<file path="src/rtl/sadd_pkg.sv">
package sadd_pkg;

    localparam int unsigned WORD_W_DEF = 64;
    localparam int unsigned HALF_W_DEF = 32;
    localparam int unsigned SHIFT_X4   = 2;
    localparam int unsigned SHIFT_X8   = 3;

    typedef enum logic [1:0] {
        SCL_NONE = 2'b00,
        SCL_X4   = 2'b01,
        SCL_X8   = 2'b10,
        SCL_RSVD = 2'b11
    } scale_e;

endpackage

</file>
<file path="src/rtl/sadd_prescale.sv">
module sadd_prescale
    import sadd_pkg::*;
#(
    parameter int unsigned W = WORD_W_DEF
) (
    input  scale_e         sel,
    input  logic [W-1:0]   opnd,
    output logic [W-1:0]   opnd_sh,
    output logic           scaled
);

    always_comb begin
        case (sel)
            SCL_X4: begin
                opnd_sh = opnd << SHIFT_X4;
                scaled  = 1'b1;
            end
            SCL_X8: begin
                opnd_sh = opnd << SHIFT_X8;
                scaled  = 1'b1;
            end
            default: begin
                opnd_sh = opnd;
                scaled  = 1'b0;
            end
        endcase
    end

endmodule

</file>
<file path="src/rtl/sadd_addsub.sv">
module sadd_addsub #(
    parameter int unsigned W = 64
) (
    input  logic [W-1:0] x,
    input  logic [W-1:0] y,
    input  logic         sub,
    output logic [W-1:0] sum,
    output logic         ovf
);

    logic [W-1:0] y_eff;
    logic [W-1:0] cin_vec;

    always_comb begin
        y_eff   = sub ? ~y : y;
        cin_vec = {{(W-1){1'b0}}, sub};
        sum     = x + y_eff + cin_vec;
        // signed overflow: same input signs, different result sign
        ovf     = (x[W-1] == y_eff[W-1]) && (sum[W-1] != x[W-1]);
    end

endmodule

</file>
<file path="src/rtl/sadd_unit.sv">
module sadd_unit
    import sadd_pkg::*;
#(
    parameter int unsigned WORD_W = WORD_W_DEF,
    parameter int unsigned HALF_W = HALF_W_DEF
) (
    input  logic              clk,
    input  logic              rst_n,
    input  logic [WORD_W-1:0] a_i,
    input  logic [WORD_W-1:0] b_i,
    input  logic              op_sub_i,
    input  logic              size_long_i,
    input  logic [1:0]        scale_i,
    input  logic              trap_en_i,
    output logic [WORD_W-1:0] result_o,
    output logic              ovf_trap_o
);

    localparam int unsigned EXT_W = WORD_W - HALF_W;

    typedef struct packed {
        logic [WORD_W-1:0] result;
        logic              trap;
    } st_t;

    st_t st_d, st_q;

    logic [WORD_W-1:0] a_sh;
    logic              scaled;
    logic [WORD_W-1:0] quad_sum;
    logic              quad_ovf;
    logic [HALF_W-1:0] long_sum;
    logic              long_ovf;
    logic              ovf_sel;

    sadd_prescale #(.W(WORD_W)) u_prescale (
        .sel     (scale_e'(scale_i)),
        .opnd    (a_i),
        .opnd_sh (a_sh),
        .scaled  (scaled)
    );

    sadd_addsub #(.W(WORD_W)) u_quad (
        .x   (a_sh),
        .y   (b_i),
        .sub (op_sub_i),
        .sum (quad_sum),
        .ovf (quad_ovf)
    );

    sadd_addsub #(.W(HALF_W)) u_long (
        .x   (a_sh[HALF_W-1:0]),
        .y   (b_i[HALF_W-1:0]),
        .sub (op_sub_i),
        .sum (long_sum),
        .ovf (long_ovf)
    );

    always_comb begin
        st_d = st_q;
        if (size_long_i) begin
            st_d.result = {{EXT_W{long_sum[HALF_W-1]}}, long_sum};
            ovf_sel     = long_ovf;
        end else begin
            st_d.result = quad_sum;
            ovf_sel     = quad_ovf;
        end
        st_d.trap = trap_en_i && !scaled && ovf_sel;
    end

    always_ff @(posedge clk or negedge rst_n) begin
        if (!rst_n) begin
            st_q <= '0;
        end else begin
            st_q <= st_d;
        end
    end

    assign result_o   = st_q.result;
    assign ovf_trap_o = st_q.trap;

    // outputs are cleared when reset is released
    p_reset_clear_r1: assert property (@(posedge clk) disable iff (!rst_n)
        $rose(rst_n) |-> (result_o == '0 && !ovf_trap_o));

    // unscaled quadword add equals the plain modular sum
    p_quad_add_r2: assert property (@(posedge clk) disable iff (!rst_n)
        ($past(rst_n) && $past(scale_i) == 2'b00 && !$past(op_sub_i) && !$past(size_long_i))
        |-> result_o == $past(a_i) + $past(b_i));

    // longword results are sign-extended
    p_long_sext_r3: assert property (@(posedge clk) disable iff (!rst_n)
        ($past(rst_n) && $past(size_long_i))
        |-> result_o[WORD_W-1:HALF_W] == {EXT_W{result_o[HALF_W-1]}});

    // no trap without the enable
    p_trap_gate_r6: assert property (@(posedge clk) disable iff (!rst_n)
        ($past(rst_n) && !$past(trap_en_i)) |-> !ovf_trap_o);

    // scaled operations never trap
    p_scaled_no_trap_r7: assert property (@(posedge clk) disable iff (!rst_n)
        ($past(rst_n) && ($past(scale_i) == 2'b01 || $past(scale_i) == 2'b10))
        |-> !ovf_trap_o);

endmodule

</file>
<file path="config.mk">
export PLATFORM = sky130hd
export DESIGN_NAME = sadd_unit
export DESIGN_NICKNAME = d
export VERILOG_FILES = /design/src/rtl/sadd_pkg.sv /design/src/rtl/sadd_prescale.sv /design/src/rtl/sadd_addsub.sv /design/src/rtl/sadd_unit.sv
export SDC_FILE = /design/constraint.sdc
export NUM_CORES = 1
export LEC_CHECK = 0
export ABC_CLOCK_PERIOD_IN_PS = 800
export BUFFER_PORTS_ARGS = -buffer_cell sky130_fd_sc_hd__clkbuf_2
export CORE_ASPECT_RATIO = 2
export CORE_MARGIN = 1.5
export CORE_UTILIZATION = 55
export CTS_CLUSTER_SIZE = 14
export DETAILED_ROUTE_END_ITERATION = 10
export HOLD_SLACK_MARGIN = 0.02
export PLACE_DENSITY = 0.83
export SYNTH_ARGS = -nofsm -noshare
export SYNTH_HDL_FRONTEND = slang
export SYNTH_SLANG_ARGS = --single-unit
</file>
<file path="constraint.sdc">
create_clock -name clk -period 0.8 [get_ports clk]
set_clock_uncertainty 0.05 [all_clocks]
set_input_delay 0.12 -clock clk [delete_from_list [all_inputs] [get_ports clk]]
set_output_delay 0.12 -clock clk [all_outputs]
set_load 0.02 [all_outputs]
</file>
==> results of run 1 <==
[stage by stage]
step / setup slack (ns) / hold WS [ns] / area [µm²] / setup TNS (ns) / std cells
CTS: -2.29 / 0.132 / 12400 / -135.05 / 1638
detailed placement: -2.81 / 0.0791 / 11200 / -148.46 / 1582
global placement: -2.74 / 0.0735 / 11200 / -143.74 / 1582
floorplan: -2.39 / -0.226 / 7970 / -125.89 / 982
[logic make-up after synthesis]
group | share of synthesized area
xor+xnor | 0.141
compound gates | 0.345
simple gates | 0.143
fa+ha+maj | 0.108
flops | 0.213
mux | 0.00131
buf+inv | 0.0484
[metal layers]
layer	GRT usage	overflow
met2	0.900	3
met1	0.602	0
met5	0.0218	0
met3	0.388	0
met4	0.680	1
[what timing repair did]
item | CTS
setup buffers | 40
endpoints found under the setup margin | 130
endpoints found under the hold margin | 66
hold buffers | 2
gates resized for setup | 116
gates cloned | 1
pin swaps | 81
==> impl_metrics.csv, run 1 <==
group,metric,value,unit
synth,yosys_reg_bits,65,
status,stop_error,"[ERROR GRT-0116] Global routing finished with congestion. Check the congestion regions in the DRC Viewer.",
synth,asyncSetResetFlopFracSynth,1.00,
global_routing,gr-usage-all-layers,0.640,
global_routing,grt_pass1_vias,13200,
status,outcome,"stopped before the end",
floorplan,die-height,169,µm
clock_network,cts-buffers-inserted,9,
global_routing,grt_remaining_overflow,4,
clock_network,cts-root-buf,"sky130_fd_sc_hd__clkbuf_16",
synth,postSynthAreaPerCell,7.76,µm²
global_routing,grt_pass1_wl,72400,µm
clock_network,clk_path_buf_depth,2,
synth,netlist-cell-type-count,66,
clock_network,cts_htree_levels,3,
synth,synthDominantAreaCellType,"sky130_fd_sc_hd__dfrtp_1",
synth,synth_enable_flop_cells,0,
floorplan,io-pin-count,200,
floorplan,floorplan.initialDensity,0.564,
floorplan,placementRows,60,
synth,synth.cell_area,7620,µm²
synth,synthMostInstantiatedCell,"sky130_fd_sc_hd__nand2_1",
status,lastStage,"5_1_grt",
global_routing,grt_start_max_net_pins,40,
placed_design,detailedPlacementHpwl,24600,µm
placed_design,portBuffers,199,
synth,mappedNetlistNets,1182,
clock_network,numClockSinks,65,
placed_design,place.gp.congestion,1.03,
synth,synth.yosys.warnings,0,
synth,synth.area.top_cells,"sky130_fd_sc_hd__dfrtp_1, sky130_fd_sc_hd__ha_1, sky130_fd_sc_hd__xor2_1",
synth,ys_top_cells_by_count,"sky130_fd_sc_hd__nand2_1, sky130_fd_sc_hd__o21ai_0, sky130_fd_sc_hd__xor2_1",
floorplan,dieWidth,86.2,µm
synth,synthDominantCellAreaShare,0.213,
synth,synth_sequential_area_ratio,0.213,
synth,synthFlopType,"sky130_fd_sc_hd__dfrtp_1",
synth,synthCells,982,
==> inputs of run 2 (changes only) <==
--- a/config.mk
+++ b/config.mk
@@ -7,13 +7,10 @@
 export LEC_CHECK = 0
 export ABC_CLOCK_PERIOD_IN_PS = 800
 export BUFFER_PORTS_ARGS = -buffer_cell sky130_fd_sc_hd__clkbuf_2
-export CORE_ASPECT_RATIO = 2
 export CORE_MARGIN = 1.5
-export CORE_UTILIZATION = 55
-export CTS_CLUSTER_SIZE = 14
+export CORE_UTILIZATION = 40
 export DETAILED_ROUTE_END_ITERATION = 10
-export HOLD_SLACK_MARGIN = 0.02
-export PLACE_DENSITY = 0.83
+export PLACE_DENSITY_LB_ADDON = 0.15
 export SYNTH_ARGS = -nofsm -noshare
 export SYNTH_HDL_FRONTEND = slang
 export SYNTH_SLANG_ARGS = --single-unit
==> run 2 against run 1 <==
Compared with the run above: the flow now finishes, with violations (setup timing); synthesized cell count stayed put; synthesized area stayed put.
==> impl_metrics.csv, run 2 <==
group,metric,value,unit
floorplan,placementRows,50,
placed_design,detailedPlacementHpwl,22000,µm
placed_design,place.gp.congestion,0.933,
critical_path,worst-path-buf-inv,8,
synth,synth.mux.area_fraction,0.00131,
finish,synthToLayoutAreaGrowth,71.9,%
synth,post_synth_fa_ha_maj_area_fraction,0.108,
critical_path,cell_type_group_with_the_largest_total_delay_on_the_critical_path,"buffers and inverters",
floorplan,die-height,141,µm
critical_path,cp_cell_sequence,"buf_8 > inv_4 > ha_4 > buf_12 > buf_16 > buf_12 > o21ai_4 > ha_4 > nand4_1 > buf_4 > nor2_4 > a21oi_4 > o311ai_4 > o31ai_4 > buf_6 > xnor2_4 > nand2b_4 > bufbuf_16 > o21ai_1",
critical_path,critical_path.slowest_cell,"sky130_fd_sc_hd__o311ai_4",
global_routing,globalRouteMet3Util,0.0404,
drt,antenna_violating_nets_post_route,0,
clock_network,cts-buffers-inserted,9,
drt,route.final.wire_length,31000,µm
pwr,irDropWorstVdd,1.36,mV
status,outcome,"finished, violations left",
drt,drt-initial-drc-count,703,
finish,finish.instance_area,13100,µm²
pwr,post-layout-total-power,28.0,mW
sta,hold_viol_final,0,
critical_path,worst_ep_arrival_time,3.33,ns
sta,final-max-slew-violation-count,0,
synth,synthXorXnorAreaFrac,0.141,
finish,layout_commonest_cell,"sky130_fd_sc_hd__buf_4",
min_path,hold_path_class,"in -> reg",
global_routing,grt_busiest_layer,"met2",
clock_network,cts-root-buf,"sky130_fd_sc_hd__clkbuf_16",
sta,period_needed,3.16,ns
synth,synthDominantCellAreaShare,0.213,
synth,mappedNetlistNets,1182,
finish,utilization,0.700,
synth,synth_enable_flop_cells,0,
synth,netlist-cell-type-count,66,
clock_network,numClockSinks,65,
global_routing,gr-usage-all-layers,0.300,
critical_path,kind_of_end_point_of_the_critical_path,"register",
critical_path,worst_ep_required_time,0.97,ns
sta,final_min_period_over_clock_period,3.95,
synth,synth.yosys.warnings,0,
global_routing,grt_remaining_overflow,0,
clock_network,tritoncts,"built",
synth,synthFlopType,"sky130_fd_sc_hd__dfrtp_1",
sta,transition_time_of_the_tightest_slew_check_pin,0.414,ns
clock_network,clk_path_buf_depth,2,
critical_path,largest_fanout_on_the_critical_path,6,
run,timing.max_cap.violations,0,
status,violations,"setup timing",
global_routing,grtUsageMet1,0.411,
synth,synthCells,982,
drt,route.vias.total,9476,
sta,setup-violations-final,130,
pwr,pwr_per_cell_area,2140,nW/µm²
sta,worst_slack,-2.36,ns
placed_design,postPlaceCellArea,11100,µm²
global_routing,grt_antenna_before_repair,0,
floorplan,io-pin-count,200,
synth,synth_simple_gate_area_share,0.143,
floorplan,dieWidth,141,µm
sta,timing.slew.headroom,0.724,
critical_path,cp_slowest_stage_delay,0.37,ns
finish,largest_reg_flops,64,
synth,synthMostInstantiatedCell,"sky130_fd_sc_hd__nand2_1",
sta,max_clock_freq,316,MHz
synth,synthDominantAreaCellType,"sky130_fd_sc_hd__dfrtp_1",
clock_network,clk_transition_reported_paths,0.07,ns
floorplan,core-area,18700,µm²
synth,postSynthAreaPerCell,7.76,µm²
synth,ys_top_cells_by_count,"sky130_fd_sc_hd__nand2_1, sky130_fd_sc_hd__o21ai_0, sky130_fd_sc_hd__xor2_1",
synth,synth_sequential_area_ratio,0.213,
placed_design,portBuffers,199,
synth,synth.cell_area,7620,µm²
global_routing,grtUsageMet2,0.495,
synth,synth.area.top_cells,"sky130_fd_sc_hd__dfrtp_1, sky130_fd_sc_hd__ha_1, sky130_fd_sc_hd__xor2_1",
global_routing,grt_pass1_vias,9233,
critical_path,start_kind,"input pin",
floorplan,floorplan.initialDensity,0.407,
finish,antenna_cells,0,
critical_path,classification_of_the_worst_setup_path,"in -> reg",
synth,main_combinational_cell_family_by_area_after_synthesis,"compound AO/OA/AOI/OAI gates",
synth,yosys_reg_bits,65,
finish,layout.cells.most_common_list,"sky130_fd_sc_hd__buf_4, sky130_fd_sc_hd__clkbuf_2, sky130_fd_sc_hd__nand2_1",
floorplan,floorplan.die_area,19900,µm²
drt,drt-wirelength-per-cell,18.2,µm
sta,minimum_hold_slack,0.0515,ns
finish,layout.nets,1667,
pwr,power.leakage,6.33,nW
drt,detail_route.vias_per_cell,5.56,
synth,asyncSetResetFlopFracSynth,1.00,
global_routing,grt_start_max_net_pins,41,
sta,totalNegativeSetupSlack,-140.25,ns
drt,drt_drc_violations_left,0,
clock_network,cts_htree_levels,3,
sta,unrepaired_setup_endpoints_after_global_routing,"true",
global_routing,grt_pass1_wl,47600,µm
finish,drive_gt1_frac,0.494,
drt,drtPass1Iterations,5,
synth,fraction_of_the_mapped_netlist_area_in_compound_gates,0.345,
==> run 2: cell counts after synthesis <==
No cell type changed its count.
==> run 2: area by class of cell <==
type / count / area [µm²]
multi-input cells: 822 / 6640
fillers: 1483 / 5600
repair buffers: 545 / 4190
flip-flops and latches: 65 / 1630
well taps: 234 / 293
clock buffers: 12 / 246
inverters: 24 / 92.6
clock inverters: 3 / 17.5
==> run 2: tightest hold or removal path: cells and delay by family <==
| family | cells | cell delay (ns) |
|---|---|---|
| AOI/OAI and AO/OA | 1 | 0.08 |
| and+or+nand+nor | 1 | 0.13 |
| buffers and inverters | 1 | 0.08 |
==> run 2: routing by layer <==
metal  vias up  part of all wire
met5         -                 0
met4         0             0.022
met3        49             0.059
met2       347              0.47
met1      4501              0.45
li1       4579                 -
==> run 2: repair_timing <==
action,CTS,global route
buffers inserted,27,20
endpoints found under the setup margin,130,130
hold buffers,1,0
endpoints found under the hold margin,65,0
gates cloned,8,2
resized for setup,130,166
pin swaps,36,35
==> run 2: per-stage QoR <==
| step | setup WS, ns | std cells |
|---|---|---|
| after floorplan | -2.39 | 982 |
| after global placement | -2.87 | 1633 |
| after detailed placement | -2.86 | 1633 |
| after CTS | -2.27 | 1683 |
| after global routing | -2.46 | 1705 |
| final | -2.36 | 1705 |
==> run 2: final timing paths <==
kind	from	slack, ns	cells past startpoint	end
worst max-delay path	scale_i[0]	-2.36	19	result_o[36]$_DFF_PN0_
max in group asynchronous	rst_n	0.20	3	result_o[50]$_DFF_PN0_
worst min-delay path	trap_en_i	0.05	3	ovf_trap_o$_DFF_PN0_
min in group asynchronous	rst_n	0.25	3	result_o[1]$_DFF_PN0_
==> run 2: kinds of logic (layout without fill, tap and decap cells) <==
group,Yosys count,in the layout
buf+inv,95,584
flops,65,65
compound gates,396,396
fa+ha+maj,65,65
xor+xnor,123,123
mux,1,1
simple gates,237,237
==> run 2: power by group <==
group	total [mW]	leakage (nW)	switching [mW]	internal, mW
registers	4.96	0.767	0.397	4.56
logic	19.3	5.43	10.1	9.25
clock network	3.78	0.128	1.62	2.16
Note: power is estimated with default switching activity, not from simulation.
